### config.mk
export PLATFORM = sky130hd
export DESIGN_NAME = lcd_scan_gen
export DESIGN_NICKNAME = d
export VERILOG_FILES = /design/src/rtl/lcd_scan_pkg.sv /design/src/rtl/lcd_cfg_check.sv /design/src/rtl/lcd_line_timer.sv /design/src/rtl/lcd_frame_timer.sv /design/src/rtl/lcd_scan_gen.sv
export SDC_FILE = /design/constraint.sdc
export NUM_CORES = 1
export LEC_CHECK = 0
export BUFFER_PORTS_ARGS = -buffer_cell sky130_fd_sc_hd__buf_4
export CELL_PAD_IN_SITES_DETAIL_PLACEMENT = 0
export CELL_PAD_IN_SITES_GLOBAL_PLACEMENT = 1
export CORE_AREA = 5 5 160 162
export DETAILED_ROUTE_END_ITERATION = 16
export DIE_AREA = 0 0 165 167
export PLACE_DENSITY_LB_ADDON = 0.15
export SKIP_CTS_REPAIR_TIMING = 1
export SYNTH_ARGS = -nofsm -noshare
export SYNTH_HDL_FRONTEND = slang
export SYNTH_SLANG_ARGS = --single-unit
### constraint.sdc
create_clock -name clk -period 9.1 [get_ports clk]
set_clock_uncertainty 0.1 [all_clocks]
set_input_delay 1.365 -clock clk [delete_from_list [all_inputs] [get_ports clk]]
set_output_delay 1.365 -clock clk [all_outputs]
set_load 0.02 [all_outputs]
### src/rtl/lcd_scan_pkg.sv
package lcd_scan_pkg;
  // clocks spent per byte-time of the line count
  localparam int CLK_PER_COUNT = 9;
  // minimum blanking in byte-times between fetch end and line end
  localparam int BLANK_MIN = 4;
  // pixels held in one display-memory byte
  localparam int PIX_PER_BYTE = 8;

  typedef enum logic {
    SCAN_UNLOADED = 1'b0,
    SCAN_LOADED   = 1'b1
  } load_state_e;
endpackage

### src/rtl/lcd_cfg_check.sv
module lcd_cfg_check
  import lcd_scan_pkg::*;
#(
  parameter int CHAR_W = 8,
  parameter int FX_W   = 4,
  parameter int LINE_W = 9,
  parameter int HPIX_W = 10,
  parameter int HC_W   = 13
) (
  input  logic [CHAR_W-1:0] chars_m1,
  input  logic [FX_W-1:0]   fx_m1,
  input  logic [CHAR_W-1:0] bytes_m1,
  input  logic [CHAR_W-1:0] total_m1,
  input  logic [LINE_W-1:0] lines_m1,
  input  logic [HPIX_W-1:0] hpix_m1,
  output logic              cfg_ok,
  output logic              bytes_ok,
  output logic              blank_ok,
  output logic              width_ok,
  output logic [HC_W-1:0]   line_clks,
  output logic [HC_W-1:0]   fetch_clks,
  output logic [LINE_W:0]   frame_lines
);
  localparam int CMP_W = FX_W + CHAR_W + HPIX_W + 2;

  logic [CMP_W-1:0] chars_e, fx_e, bytes_e, total_e, hpix_e;
  logic [CMP_W-1:0] per_char, need_bytes, vis_pix, line_full, fetch_full;

  always_comb begin
    chars_e    = CMP_W'(chars_m1) + CMP_W'(1);
    fx_e       = CMP_W'(fx_m1) + CMP_W'(1);
    bytes_e    = CMP_W'(bytes_m1) + CMP_W'(1);
    total_e    = CMP_W'(total_m1) + CMP_W'(1);
    hpix_e     = CMP_W'(hpix_m1) + CMP_W'(1);
    per_char   = (fx_e + CMP_W'(PIX_PER_BYTE - 1)) / CMP_W'(PIX_PER_BYTE);
    need_bytes = per_char * chars_e;
    vis_pix    = fx_e * chars_e;
    line_full  = total_e * CMP_W'(CLK_PER_COUNT) + CMP_W'(1);
    fetch_full = bytes_e * CMP_W'(CLK_PER_COUNT);
  end

  assign bytes_ok    = (need_bytes == bytes_e);
  assign blank_ok    = (total_e >= bytes_e + CMP_W'(BLANK_MIN));
  assign width_ok    = (hpix_e <= vis_pix);
  assign cfg_ok      = bytes_ok && blank_ok && width_ok;
  assign line_clks   = HC_W'(line_full);
  assign fetch_clks  = HC_W'(fetch_full);
  assign frame_lines = (LINE_W+1)'(lines_m1) + (LINE_W+1)'(1);
endmodule

### src/rtl/lcd_line_timer.sv
module lcd_line_timer #(
  parameter int HC_W = 13
) (
  input  logic            clk,
  input  logic            rst_n,
  input  logic            run_i,
  input  logic [HC_W-1:0] line_clks,
  input  logic [HC_W-1:0] fetch_clks,
  output logic            lp_o,
  output logic            fetch_o
);
  logic [HC_W-1:0] hcnt_q;
  logic            at_end;

  assign at_end  = (hcnt_q == line_clks - HC_W'(1));
  assign lp_o    = run_i && at_end;
  assign fetch_o = run_i && (hcnt_q < fetch_clks);

  always_ff @(posedge clk or negedge rst_n) begin
    if (!rst_n)       hcnt_q <= '0;
    else if (!run_i)  hcnt_q <= '0;
    else if (at_end)  hcnt_q <= '0;
    else              hcnt_q <= hcnt_q + HC_W'(1);
  end

  // the pulse never lasts two clocks
  assert_lp_single_R4: assert property (@(posedge clk) disable iff (!rst_n)
    lp_o |=> !lp_o);
  // blanking keeps the fetch window clear of the line end
  assert_fetch_clear_R6: assert property (@(posedge clk) disable iff (!rst_n)
    lp_o |-> !fetch_o);
  // a new line opens with the fetch window
  assert_fetch_open_R6: assert property (@(posedge clk) disable iff (!rst_n)
    (run_i && $past(lp_o)) |-> fetch_o);
endmodule

### src/rtl/lcd_frame_timer.sv
module lcd_frame_timer #(
  parameter int LINE_W = 9
) (
  input  logic          clk,
  input  logic          rst_n,
  input  logic          run_i,
  input  logic          lp_i,
  input  logic [LINE_W:0] frame_lines,
  output logic          frame_end_o,
  output logic          fr_o
);
  logic [LINE_W:0] vcnt_q;
  logic            last_line;

  assign last_line   = (vcnt_q == frame_lines - (LINE_W+1)'(1));
  assign frame_end_o = lp_i && last_line;

  always_ff @(posedge clk or negedge rst_n) begin
    if (!rst_n)            vcnt_q <= '0;
    else if (!run_i)       vcnt_q <= '0;
    else if (frame_end_o)  vcnt_q <= '0;
    else if (lp_i)         vcnt_q <= vcnt_q + (LINE_W+1)'(1);
  end

  always_ff @(posedge clk or negedge rst_n) begin
    if (!rst_n)           fr_o <= 1'b0;
    else if (frame_end_o) fr_o <= ~fr_o;
  end

  // the flag only moves right after a line pulse
  assert_fr_after_lp_R5: assert property (@(posedge clk) disable iff (!rst_n)
    (fr_o != $past(fr_o)) |-> $past(lp_i));
endmodule

### src/rtl/lcd_scan_gen.sv
module lcd_scan_gen
  import lcd_scan_pkg::*;
#(
  parameter int CHAR_W = 8,
  parameter int FX_W   = 4,
  parameter int LINE_W = 9,
  parameter int HPIX_W = 10
) (
  input  logic              clk,
  input  logic              rst_n,
  input  logic [CHAR_W-1:0] cfg_chars_m1,
  input  logic [FX_W-1:0]   cfg_fx_m1,
  input  logic [CHAR_W-1:0] cfg_bytes_m1,
  input  logic [CHAR_W-1:0] cfg_total_m1,
  input  logic [LINE_W-1:0] cfg_lines_m1,
  input  logic [HPIX_W-1:0] cfg_hpix_m1,
  output logic              line_pulse,
  output logic              frame_flag,
  output logic              fetch_win,
  output logic              cfg_err
);
  localparam int HC_W = CHAR_W + 5;

  load_state_e       state_q;
  logic [CHAR_W-1:0] chars_q, bytes_q, total_q;
  logic [FX_W-1:0]   fx_q;
  logic [LINE_W-1:0] lines_q;
  logic [HPIX_W-1:0] hpix_q;

  logic              cfg_ok, bytes_ok, blank_ok, width_ok;
  logic [HC_W-1:0]   line_clks, fetch_clks;
  logic [LINE_W:0]   frame_lines;
  logic              run, frame_end, capture;

  lcd_cfg_check #(
    .CHAR_W(CHAR_W), .FX_W(FX_W), .LINE_W(LINE_W), .HPIX_W(HPIX_W), .HC_W(HC_W)
  ) u_check (
    .chars_m1(chars_q), .fx_m1(fx_q), .bytes_m1(bytes_q), .total_m1(total_q),
    .lines_m1(lines_q), .hpix_m1(hpix_q),
    .cfg_ok(cfg_ok), .bytes_ok(bytes_ok), .blank_ok(blank_ok), .width_ok(width_ok),
    .line_clks(line_clks), .fetch_clks(fetch_clks), .frame_lines(frame_lines)
  );

  assign run     = (state_q == SCAN_LOADED) && cfg_ok;
  assign cfg_err = (state_q == SCAN_LOADED) && !cfg_ok;
  assign capture = (state_q == SCAN_UNLOADED) || !cfg_ok || frame_end;

  always_ff @(posedge clk or negedge rst_n) begin
    if (!rst_n) begin
      state_q <= SCAN_UNLOADED;
      chars_q <= '0;
      fx_q    <= '0;
      bytes_q <= '0;
      total_q <= '0;
      lines_q <= '0;
      hpix_q  <= '0;
    end else begin
      state_q <= SCAN_LOADED;
      if (capture) begin
        chars_q <= cfg_chars_m1;
        fx_q    <= cfg_fx_m1;
        bytes_q <= cfg_bytes_m1;
        total_q <= cfg_total_m1;
        lines_q <= cfg_lines_m1;
        hpix_q  <= cfg_hpix_m1;
      end
    end
  end

  lcd_line_timer #(.HC_W(HC_W)) u_line (
    .clk(clk), .rst_n(rst_n), .run_i(run),
    .line_clks(line_clks), .fetch_clks(fetch_clks),
    .lp_o(line_pulse), .fetch_o(fetch_win)
  );

  lcd_frame_timer #(.LINE_W(LINE_W)) u_frame (
    .clk(clk), .rst_n(rst_n), .run_i(run), .lp_i(line_pulse),
    .frame_lines(frame_lines), .frame_end_o(frame_end), .fr_o(frame_flag)
  );

  // an invalid set keeps the scan silent
  assert_err_quiet_R9: assert property (@(posedge clk) disable iff (!rst_n)
    cfg_err |-> (!line_pulse && !fetch_win));
  // the captured set only moves at a frame end
  assert_shadow_hold_R8: assert property (@(posedge clk) disable iff (!rst_n)
    ($past(state_q) == SCAN_LOADED && $past(cfg_ok) && !$past(frame_end))
      |-> $stable({chars_q, fx_q, bytes_q, total_q, lines_q, hpix_q}));
  // each failing rule alone is enough to flag the set
  assert_rules_flag_R2: assert property (@(posedge clk) disable iff (!rst_n)
    (state_q == SCAN_LOADED && !(bytes_ok && blank_ok && width_ok)) |-> cfg_err);
endmodule

==> impl_metrics.py, run 1 <==
metrics = {
    "timing": {
        "finalCritPeriodShare": 0.930,
        "tns_ns": 0,
        "hold_violations": 0,
        "finalWorstPathRequiredPeriod_ns": 8.46,
        "tightest_slew_ns": 0.843,
        "rsz0062_at_grt": "no",
        "setup_viol": 0,
        "max_freq_mhz": 118,
        "relSlewSlack": 0.434,
        "slew_violations": 0,
    },
    "setup_path": {
        "rrSetupSlack_ns": 1.51,
        "start_kind": "flop",
        "critPathCaptureType": "output port",
        "critPathRequiredTime_ns": 7.64,
        "crit_type": "flop to output port",
        "critical_path_arrival_ns": 7.00,
        "rr_startpoint": "fx_q[0]",
        "crit_start": "fx_q[0]",
        "crit_path_max_fanout": 12,
    },
    "grt": {
        "grt_pass1_wl_um": 33900,
        "antenna_found_initial": 0,
        "grt_max_degree": 43,
        "grt_usage": 0.154,
        "grt.overflow.total": 0,
        "grt_pass1_vias": 6446,
    },
    "yosys": {
        "avgSynthCellArea_um2": 9.31,
        "netlist_top_cells_count": "ha_1, nor2_1, inv_1",
        "synth-seq-cells": 72,
        "ys_seq_area_frac": 0.218,
        "synth_warnings": 0,
        "synth.most_common_cell": "ha_1",
        "syn_area_um2": 8280,
        "synth-async-reset-ratio": 1.00,
        "synth_edf_count": 0,
        "synth_top_area_frac": 0.218,
        "yosysUniqueCellTypes": 67,
        "yosysTopAreaCell": "dfrtp_1",
        "syn_nets": 1093,
        "synth.area.top_cells": "dfrtp_1, ha_1, mux2_4",
        "synthCells": 889,
        "synth_top_flop_cell": "dfrtp_1",
    },
    "power": {
        "p_leak_nw": 4.54,
        "power.density_nw_per_um2": 137,
        "vdd_drop_max_mv": 0.0641,
    },
    "clocking": {
        "clkLatencyLatePin_ns": 0.35,
        "clk_pin_slew_ns": 0.08,
        "root_buffer": "clkbuf_16",
        "htree_levels": 3,
        "cts.sinks": 72,
        "clockBufferDepth": 2,
        "cts_tree": "done",
        "cts_made_buffers": 9,
    },
    "finish": {
        "postLayoutCoreUtil": 0.391,
        "layout.nets": 1142,
        "areaGrowthSynthToFinish_pct": 13.1,
        "antenna_cells": 0,
        "drive_above_1_share": 0.159,
    },
    "route": {
        "routed_wirelength_um": 20300,
        "viasPerCell": 4.94,
        "dr_total_vias": 6260,
        "first_pass_iters": 4,
        "drc": 0,
        "wl_per_cell_um": 16.0,
        "ant_nets": 0,
        "first_iter_violations": 240,
    },
    "min_path": {
        "min_from": "u_frame.fr_o",
        "hold_class": "flop to flop",
    },
    "die": {
        "initial_core_util": 0.345,
        "num_rows": 57,
        "ios": 53,
        "die_h_um": 167,
        "core_area_um2": 24000,
        "dieArea_um2": 27600,
        "die_w_um": 165,
    },
    "placement": {
        "hpwl_um": 16300,
        "portBuffers": 52,
        "place_congestion": 0.768,
    },
    "run": {
        "maxCapViolCount": 0,
    },
    "outcome": {
        "status": "complete, no violations",
    },
}
flip-flops by register name, summed over array words and instances, names as in the netlist:
register,cells
fx_q,4
u_line.hcnt_q,13
u_frame.fr_o,1
hpix_q,10
lines_q,9
bytes_q,8
chars_q,8
total_q,8
u_frame.vcnt_q,10
state_q,1
per-stage QoR:
step	hold slack, ns	setup WS (ns)	instances	area, um2	power, mW
2_1_floorplan	0.402	1.32	889	8280	0.746
3_3_place_gp	0.363	0.715	1251	9000	0.883
3_5_place_dp	0.358	0.716	1251	9000	0.877
4_1_cts	0.379	0.307	1267	9330	1.30
5_1_grt	0.393	0.142	1267	9360	1.39
6_report	0.374	0.639	1267	9360	1.29
area by class of cell:
class	instances	area [um2]
multi-input cells	716	6080
clock buffers	10	239
inverters	79	297
repair buffers	60	450
fillers	2514	14600
well taps	324	405
clock inverters	6	90.1
flip-flops and latches	72	1800
power by group:
group / leakage [nW] / switching, mW / internal [mW]
Sequential: 0.895 / 0.0189 / 0.331
Combinational: 3.48 / 0.285 / 0.238
Clock: 0.159 / 0.163 / 0.249
path summary, 6_finish.rpt:
path	to	cells after the start
min in group asynchronous	total_q[6]	1
worst min-delay path	u_frame.fr_o	1
max in group asynchronous	chars_q[3]	2
worst max-delay path	fetch_win	23
worst min register to register	u_frame.fr_o	1
worst max register to register	bytes_q[4]	24
critical path, stage by stage, from the launching register on:
cell and delay (ns):
dfrtp_1 0.52, ha_1 0.37, xnor2_1 0.59, nor2_1 0.16
fa_1 0.54, fa_1 0.55, inv_1 0.05, fa_1 0.53
inv_1 0.04, ha_1 0.33, o21ai_0 0.13, o21ai_0 0.23
a31oi_1 0.16, xor2_1 0.18, ha_1 0.33, o21ai_0 0.09
nand2b_1 0.08, a21oi_1 0.06, nor4_1 0.28, o211ai_1 0.12
or4_1 0.64, nand3_1 0.33, a2111oi_0 0.13, buf_4 0.18
cell families after synthesis:
family,synth area share
compound gates,0.105
xor+xnor,0.103
fa+ha+maj,0.262
buf+inv,0.0521
flops,0.218
mux,0.0898
other cells,0.000453
simple gates,0.170
layout by cell type, fill, tap and decap left out, types with 31 or more instances in the layout:
| cell | instances |
|---|---|
| o21ai_0 | 39 |
| mux2_4 | 43 |
| a21oi_1 | 36 |
| xor2_1 | 35 |
| dfrtp_1 | 72 |
| nand2_1 | 40 |
| buf_4 | 60 |
| fa_1 | 31 |
| ha_1 | 124 |
| xnor2_1 | 54 |
| inv_1 | 78 |
| nor2_1 | 92 |
per-layer routing:
metal | wire, um | vias to the layer above | track usage
li1 | - | 3184 | -
met4 | 204 | 0 | 0.0289
met1 | 10500 | 2984 | 0.226
met3 | 701 | 15 | 0.0292
met5 | 0 | - | 0
met2 | 8840 | 77 | 0.237
(Power assumes the default switching activity.)
==> run 2: changes to the inputs <==
--- a/config.mk
+++ b/config.mk
@@ -11,7 +11,8 @@
 export CORE_AREA = 5 5 160 162
 export DETAILED_ROUTE_END_ITERATION = 16
 export DIE_AREA = 0 0 165 167
-export PLACE_DENSITY_LB_ADDON = 0.15
+export GPL_ROUTABILITY_DRIVEN = 0
+export PLACE_DENSITY = 0.67
 export SKIP_CTS_REPAIR_TIMING = 1
 export SYNTH_ARGS = -nofsm -noshare
 export SYNTH_HDL_FRONTEND = slang
==> run 2 against run 1 <==
Setup slack got worse by 0.0097 ns. Sequential share of layout area increased by 0.11 points. Largest cell class unchanged. Clock power decreased by 9.7%. Critical path depth unchanged. Register-to-register slack improved by 0.03 ns. Fmax decreased by 0.11%. Via count decreased by 0.26%. Highest routed layer unchanged. Non-clock buffer count decreased by 6. Hold slack improved by 0.0031 ns. Sequential cell count unchanged. Total power decreased by 3.8%. Design area decreased by 0.57%. Largest power group unchanged.
==> impl_metrics.py, run 2 (same netlist as run 1, synthesis figures left out) <==
metrics = {
    "finish": {
        "mostFrequentLayoutCells": "ha_1, nor2_1, inv_1",
        "areaGrowthSynthToFinish_pct": 12.4,
        "reg.largest.list": "u_line.hcnt_q x13, hpix_q x10, u_frame.vcnt_q x10",
        "largest_reg_flops": 13,
        "layout.nets": 1136,
        "antenna_cells": 0,
        "layout_commonest_cell": "ha_1",
        "drive_above_1_share": 0.154,
        "regMostFlops": "u_line.hcnt_q",
    },
    "timing": {
        "tns_ns": 0,
        "finalCritPeriodShare": 0.931,
        "setup_viol": 0,
        "hold_violations": 0,
        "rsz0062_at_grt": "no",
        "finalWorstPathRequiredPeriod_ns": 8.47,
        "slew_violations": 0,
        "relSlewSlack": 0.360,
        "tightest_slew_ns": 0.960,
        "max_freq_mhz": 118,
        "setup_slack_ns": 0.629,
    },
    "run": {
        "maxCapViolCount": 0,
    },
    "route": {
        "drc": 0,
        "wl_per_cell_um": 15.1,
        "first_iter_violations": 202,
        "dr_total_vias": 6244,
        "first_pass_iters": 4,
        "routed_wirelength_um": 19100,
        "viasPerCell": 4.95,
        "ant_nets": 0,
    },
    "die": {
        "core_area_um2": 24000,
        "dieArea_um2": 27600,
        "ios": 53,
        "die_w_um": 165,
        "num_rows": 57,
        "die_h_um": 167,
        "initial_core_util": 0.345,
    },
    "grt": {
        "grt_usage": 0.146,
        "antenna_found_initial": 0,
        "grt_pass1_wl_um": 32800,
        "grt.overflow.total": 0,
        "grt_max_degree": 73,
        "grt_pass1_vias": 6588,
    },
    "outcome": {
        "status": "complete, no violations",
    },
    "min_path": {
        "hold_class": "flop to flop",
    },
    "clocking": {
        "cts_tree": "done",
        "clockBufferDepth": 2,
        "cts_made_buffers": 9,
        "clkLatencyLatePin_ns": 0.35,
        "root_buffer": "clkbuf_16",
        "cts.sinks": 72,
        "htree_levels": 3,
        "clk_pin_slew_ns": 0.06,
    },
    "setup_path": {
        "crit_type": "flop to output port",
        "critical_path_arrival_ns": 7.01,
        "critPathRequiredTime_ns": 7.64,
        "cp_cell_sequence": "ha_1, and3_1, o311ai_2, or2_2, fa_1, inv_1, ha_1, ha_1, inv_1, fa_1, inv_1, ha_1, inv_1, fa_1, xnor2_1, or3_4, o211a_1, nor3_2, o2111ai_1, nor4_4, nand3_1, a2111oi_0, buf_4",
        "critPathCaptureType": "output port",
        "start_kind": "flop",
        "cpPeakStageDelay_ns": 0.54,
        "cpMaxStageDelayCell": "dfrtp_1",
        "crit_path_max_fanout": 12,
    },
    "placement": {
        "dp_worst_setup_slack_ns": 0.765,
        "hpwl_um": 15400,
        "portBuffers": 52,
    },
    "power": {
        "finalPower_mw": 1.24,
        "p_leak_nw": 4.49,
        "power.density_nw_per_um2": 133,
        "vdd_drop_max_mv": 0.0825,
    },
}
-- run 2: final cells by class --
cell class / count / area [um2]
inverters: 79 / 297
flip-flops and latches: 72 / 1800
repair buffers: 54 / 418
clock buffers: 10 / 239
fillers: 2472 / 14700
multi-input cells: 716 / 6080
well taps: 324 / 405
clock inverters: 6 / 68.8
-- run 2: path summary, 6_finish.rpt --
kind                         startpoint      endpoint  slack (ns)  depth (start not counted)
max                             fx_q[0]     fetch_win        0.63                         23
min                        u_frame.fr_o  u_frame.fr_o        0.38                          1
max reg2reg                     fx_q[0]    lines_q[7]        1.54                         23
min reg2reg                u_frame.fr_o  u_frame.fr_o        0.38                          1
max in group asynchronous         rst_n       fx_q[2]        7.19                          1
min in group asynchronous         rst_n    total_q[5]        1.06                          1
-- run 2: worst max-delay path: cells and delay by family, from the launching register on --
kind	cells	cell delay, ns
simple gates	6	2.14
fa+ha+maj	7	2.11
compound gates	4	1.23
flops	1	0.54
buf+inv	5	0.48
xor+xnor	1	0.16
-- run 2: report_power, final --
part | total [mW] | switching (mW) | internal (mW) | leakage [nW]
Combinational | 0.514 | 0.278 | 0.236 | 3.46
Sequential | 0.350 | 0.0186 | 0.331 | 0.895
Clock | 0.372 | 0.152 | 0.220 | 0.137
Total | 1.24 | 0.448 | 0.788 | 4.49
-- run 2: per-layer routing --
metal	GRT usage	wire [um]
met1	0.213	9630
met2	0.228	8430
met3	0.0217	741
met4	0.0365	279
met5	0	0
-- run 2: through the flow --
step | hold slack [ns] | area [um2] | utilization | std cells
4_1_cts | 0.379 | 9270 | 0.387 | 1261
3_5_place_dp | 0.366 | 8970 | 0.374 | 1245
5_1_grt | 0.418 | 9310 | 0.388 | 1261
2_1_floorplan | 0.402 | 8280 | - | 889
6_report | 0.377 | 9310 | 0.388 | 1261
3_3_place_gp | 0.358 | 8970 | 0.374 | 1245
==> run 3: changes to the inputs <==
--- a/config.mk
+++ b/config.mk
@@ -12,6 +12,7 @@
 export DETAILED_ROUTE_END_ITERATION = 16
 export DIE_AREA = 0 0 165 167
 export GPL_ROUTABILITY_DRIVEN = 0
+export GPL_TIMING_DRIVEN = 0
 export PLACE_DENSITY = 0.67
 export SKIP_CTS_REPAIR_TIMING = 1
 export SYNTH_ARGS = -nofsm -noshare
==> constraint.sdc (replaced) <==
create_clock -name clk -period 9.6 [get_ports clk]
set_clock_uncertainty 0.1 [all_clocks]
set_input_delay 1.44 -clock clk [delete_from_list [all_inputs] [get_ports clk]]
set_output_delay 1.44 -clock clk [all_outputs]
set_load 0.02 [all_outputs]
==> run 3 against run 2 <==
Hold slack improved by 0.00090 ns. Largest cell class unchanged. Core utilization rose by 0.48 points. Critical path type unchanged. Sequential cell count did not move. Routed wire length rose by 2.7%.
==> impl_metrics.py, run 3 (same netlist as run 1, synthesis figures left out) <==
metrics = {
    "setup_path": {
        "rr_startpoint": "chars_q[0]",
        "critical_path_arrival_ns": 7.41,
        "r2r_cells": 25,
        "crit_path_max_fanout": 9,
        "r2r-end": "hpix_q[0]",
        "rrSetupSlack_ns": 2.32,
        "critPathCaptureType": "output port",
        "critPathRequiredTime_ns": 8.06,
        "start_kind": "flop",
        "cpMaxStageDelayCell": "nor4_2",
        "crit_type": "flop to output port",
        "cpPeakStageDelay_ns": 0.64,
    },
    "timing": {
        "rsz0062_at_grt": "no",
        "slew_violations": 0,
        "setup_viol": 0,
        "tightest_slew_ns": 1.20,
        "tns_ns": 0,
        "relSlewSlack": 0.188,
        "finalCritPeriodShare": 0.933,
        "max_freq_mhz": 112,
        "setup_slack_ns": 0.645,
        "hold_violations": 0,
        "finalWorstPathRequiredPeriod_ns": 8.95,
    },
    "min_path": {
        "min_from": "u_frame.fr_o",
        "hold_class": "flop to flop",
        "holdPathEnd": "u_frame.fr_o",
        "min_path_cells": 1,
    },
    "grt": {
        "grt_pass1_vias": 6427,
        "grt.overflow.total": 0,
        "grt_max_degree": 73,
        "antenna_found_initial": 0,
        "grt_pass1_wl_um": 33300,
        "grt_usage": 0.150,
    },
    "clocking": {
        "htree_levels": 3,
        "clkLatencyLatePin_ns": 0.35,
        "cts_made_buffers": 9,
        "root_buffer": "clkbuf_16",
        "cts.sinks": 72,
        "cts_tree": "done",
        "clk_pin_slew_ns": 0.07,
        "clockBufferDepth": 2,
    },
    "finish": {
        "antenna_cells": 0,
        "reg.largest.list": "u_line.hcnt_q x13, hpix_q x10, u_frame.vcnt_q x10",
        "regMostFlops": "u_line.hcnt_q",
        "largest_reg_flops": 13,
        "layout_commonest_cell": "ha_1",
        "fin_area_um2": 9420,
        "drive_above_1_share": 0.159,
        "mostFrequentLayoutCells": "ha_1, nor2_1, inv_1",
        "layout.nets": 1156,
        "postLayoutCoreUtil": 0.393,
        "areaGrowthSynthToFinish_pct": 13.8,
    },
    "die": {
        "ios": 53,
        "num_rows": 57,
        "die_h_um": 167,
        "die_w_um": 165,
        "core_area_um2": 24000,
        "initial_core_util": 0.345,
        "dieArea_um2": 27600,
    },
    "route": {
        "wl_per_cell_um": 15.3,
        "dr_total_vias": 6403,
        "first_iter_violations": 247,
        "ant_nets": 0,
        "first_pass_iters": 4,
        "routed_wirelength_um": 19600,
        "drc": 0,
        "viasPerCell": 5.00,
    },
    "placement": {
        "dp_worst_setup_slack_ns": 0.988,
        "hpwl_um": 15900,
        "portBuffers": 52,
        "placed_cell_area_um2": 9070,
    },
    "run": {
        "maxCapViolCount": 0,
    },
    "power": {
        "power.density_nw_per_um2": 130,
        "finalPower_mw": 1.22,
        "p_leak_nw": 4.57,
        "vdd_drop_max_mv": 0.0854,
    },
    "outcome": {
        "status": "complete, no violations",
    },
}
-- run 3: cell count changes in the layout (fill, tap and decap cells not counted), sizes merged --
| cell | change |
|---|---|
| buf | +10 |
| bufinv | +2 |
| clkbuf | +9 |
| clkinv | +2 |
| clkinvlp | -3 |
-- run 3: worst max path at each step --
stage               startpoint         to  slack (ns)  cells after the start
finish                 fx_q[1]  fetch_win        0.65                     25
global route           fx_q[1]  fetch_win        0.27                     25
CTS                    fx_q[3]  fetch_win        0.61                     24
detailed placement     fx_q[3]  fetch_win        0.99                     24
global placement       fx_q[3]  fetch_win        1.00                     24
floorplan              fx_q[1]  fetch_win        1.74                     24
-- run 3: power breakdown --
group          internal (mW)  leakage [nW]  switching (mW)
logic                  0.224          3.51           0.271
clock network          0.254         0.166           0.145
registers              0.314         0.895          0.0118
total                  0.793          4.57           0.428
-- run 3: through the flow --
step	hold WS, ns	std cells
2_1_floorplan	0.402	889
3_3_place_gp	0.360	1265
3_5_place_dp	0.359	1265
4_1_cts	0.380	1281
5_1_grt	0.416	1281
6_report	0.378	1281
-- run 3: area by class of cell --
type / instances / area, um2
fill: 2472 / 14500
multi-input combinational: 716 / 6040
sequential: 72 / 1800
tap: 324 / 405
timing repair buffer: 52 / 390
inverter: 79 / 297
clock buffer: 9 / 225
buffer: 22 / 135
clock inverter: 7 / 120
-- run 3: worst max-delay path: cells and delay by family (launching register included) --
kind / cells / cell delay (ns)
simple gates: 6 / 2.22
fa+ha+maj: 7 / 1.89
compound gates: 4 / 1.33
buf+inv: 7 / 1.04
flops: 1 / 0.41
xor+xnor: 1 / 0.16
-- run 3: per-layer routing --
metal	share of wire	track usage	vias to the layer above	routed length, um
met4	0.014	0.0344	0	282
li1	-	-	3213	-
met5	0	0	-	0
met3	0.042	0.0279	24	818
met1	0.51	0.215	3065	9930
met2	0.44	0.232	101	8570
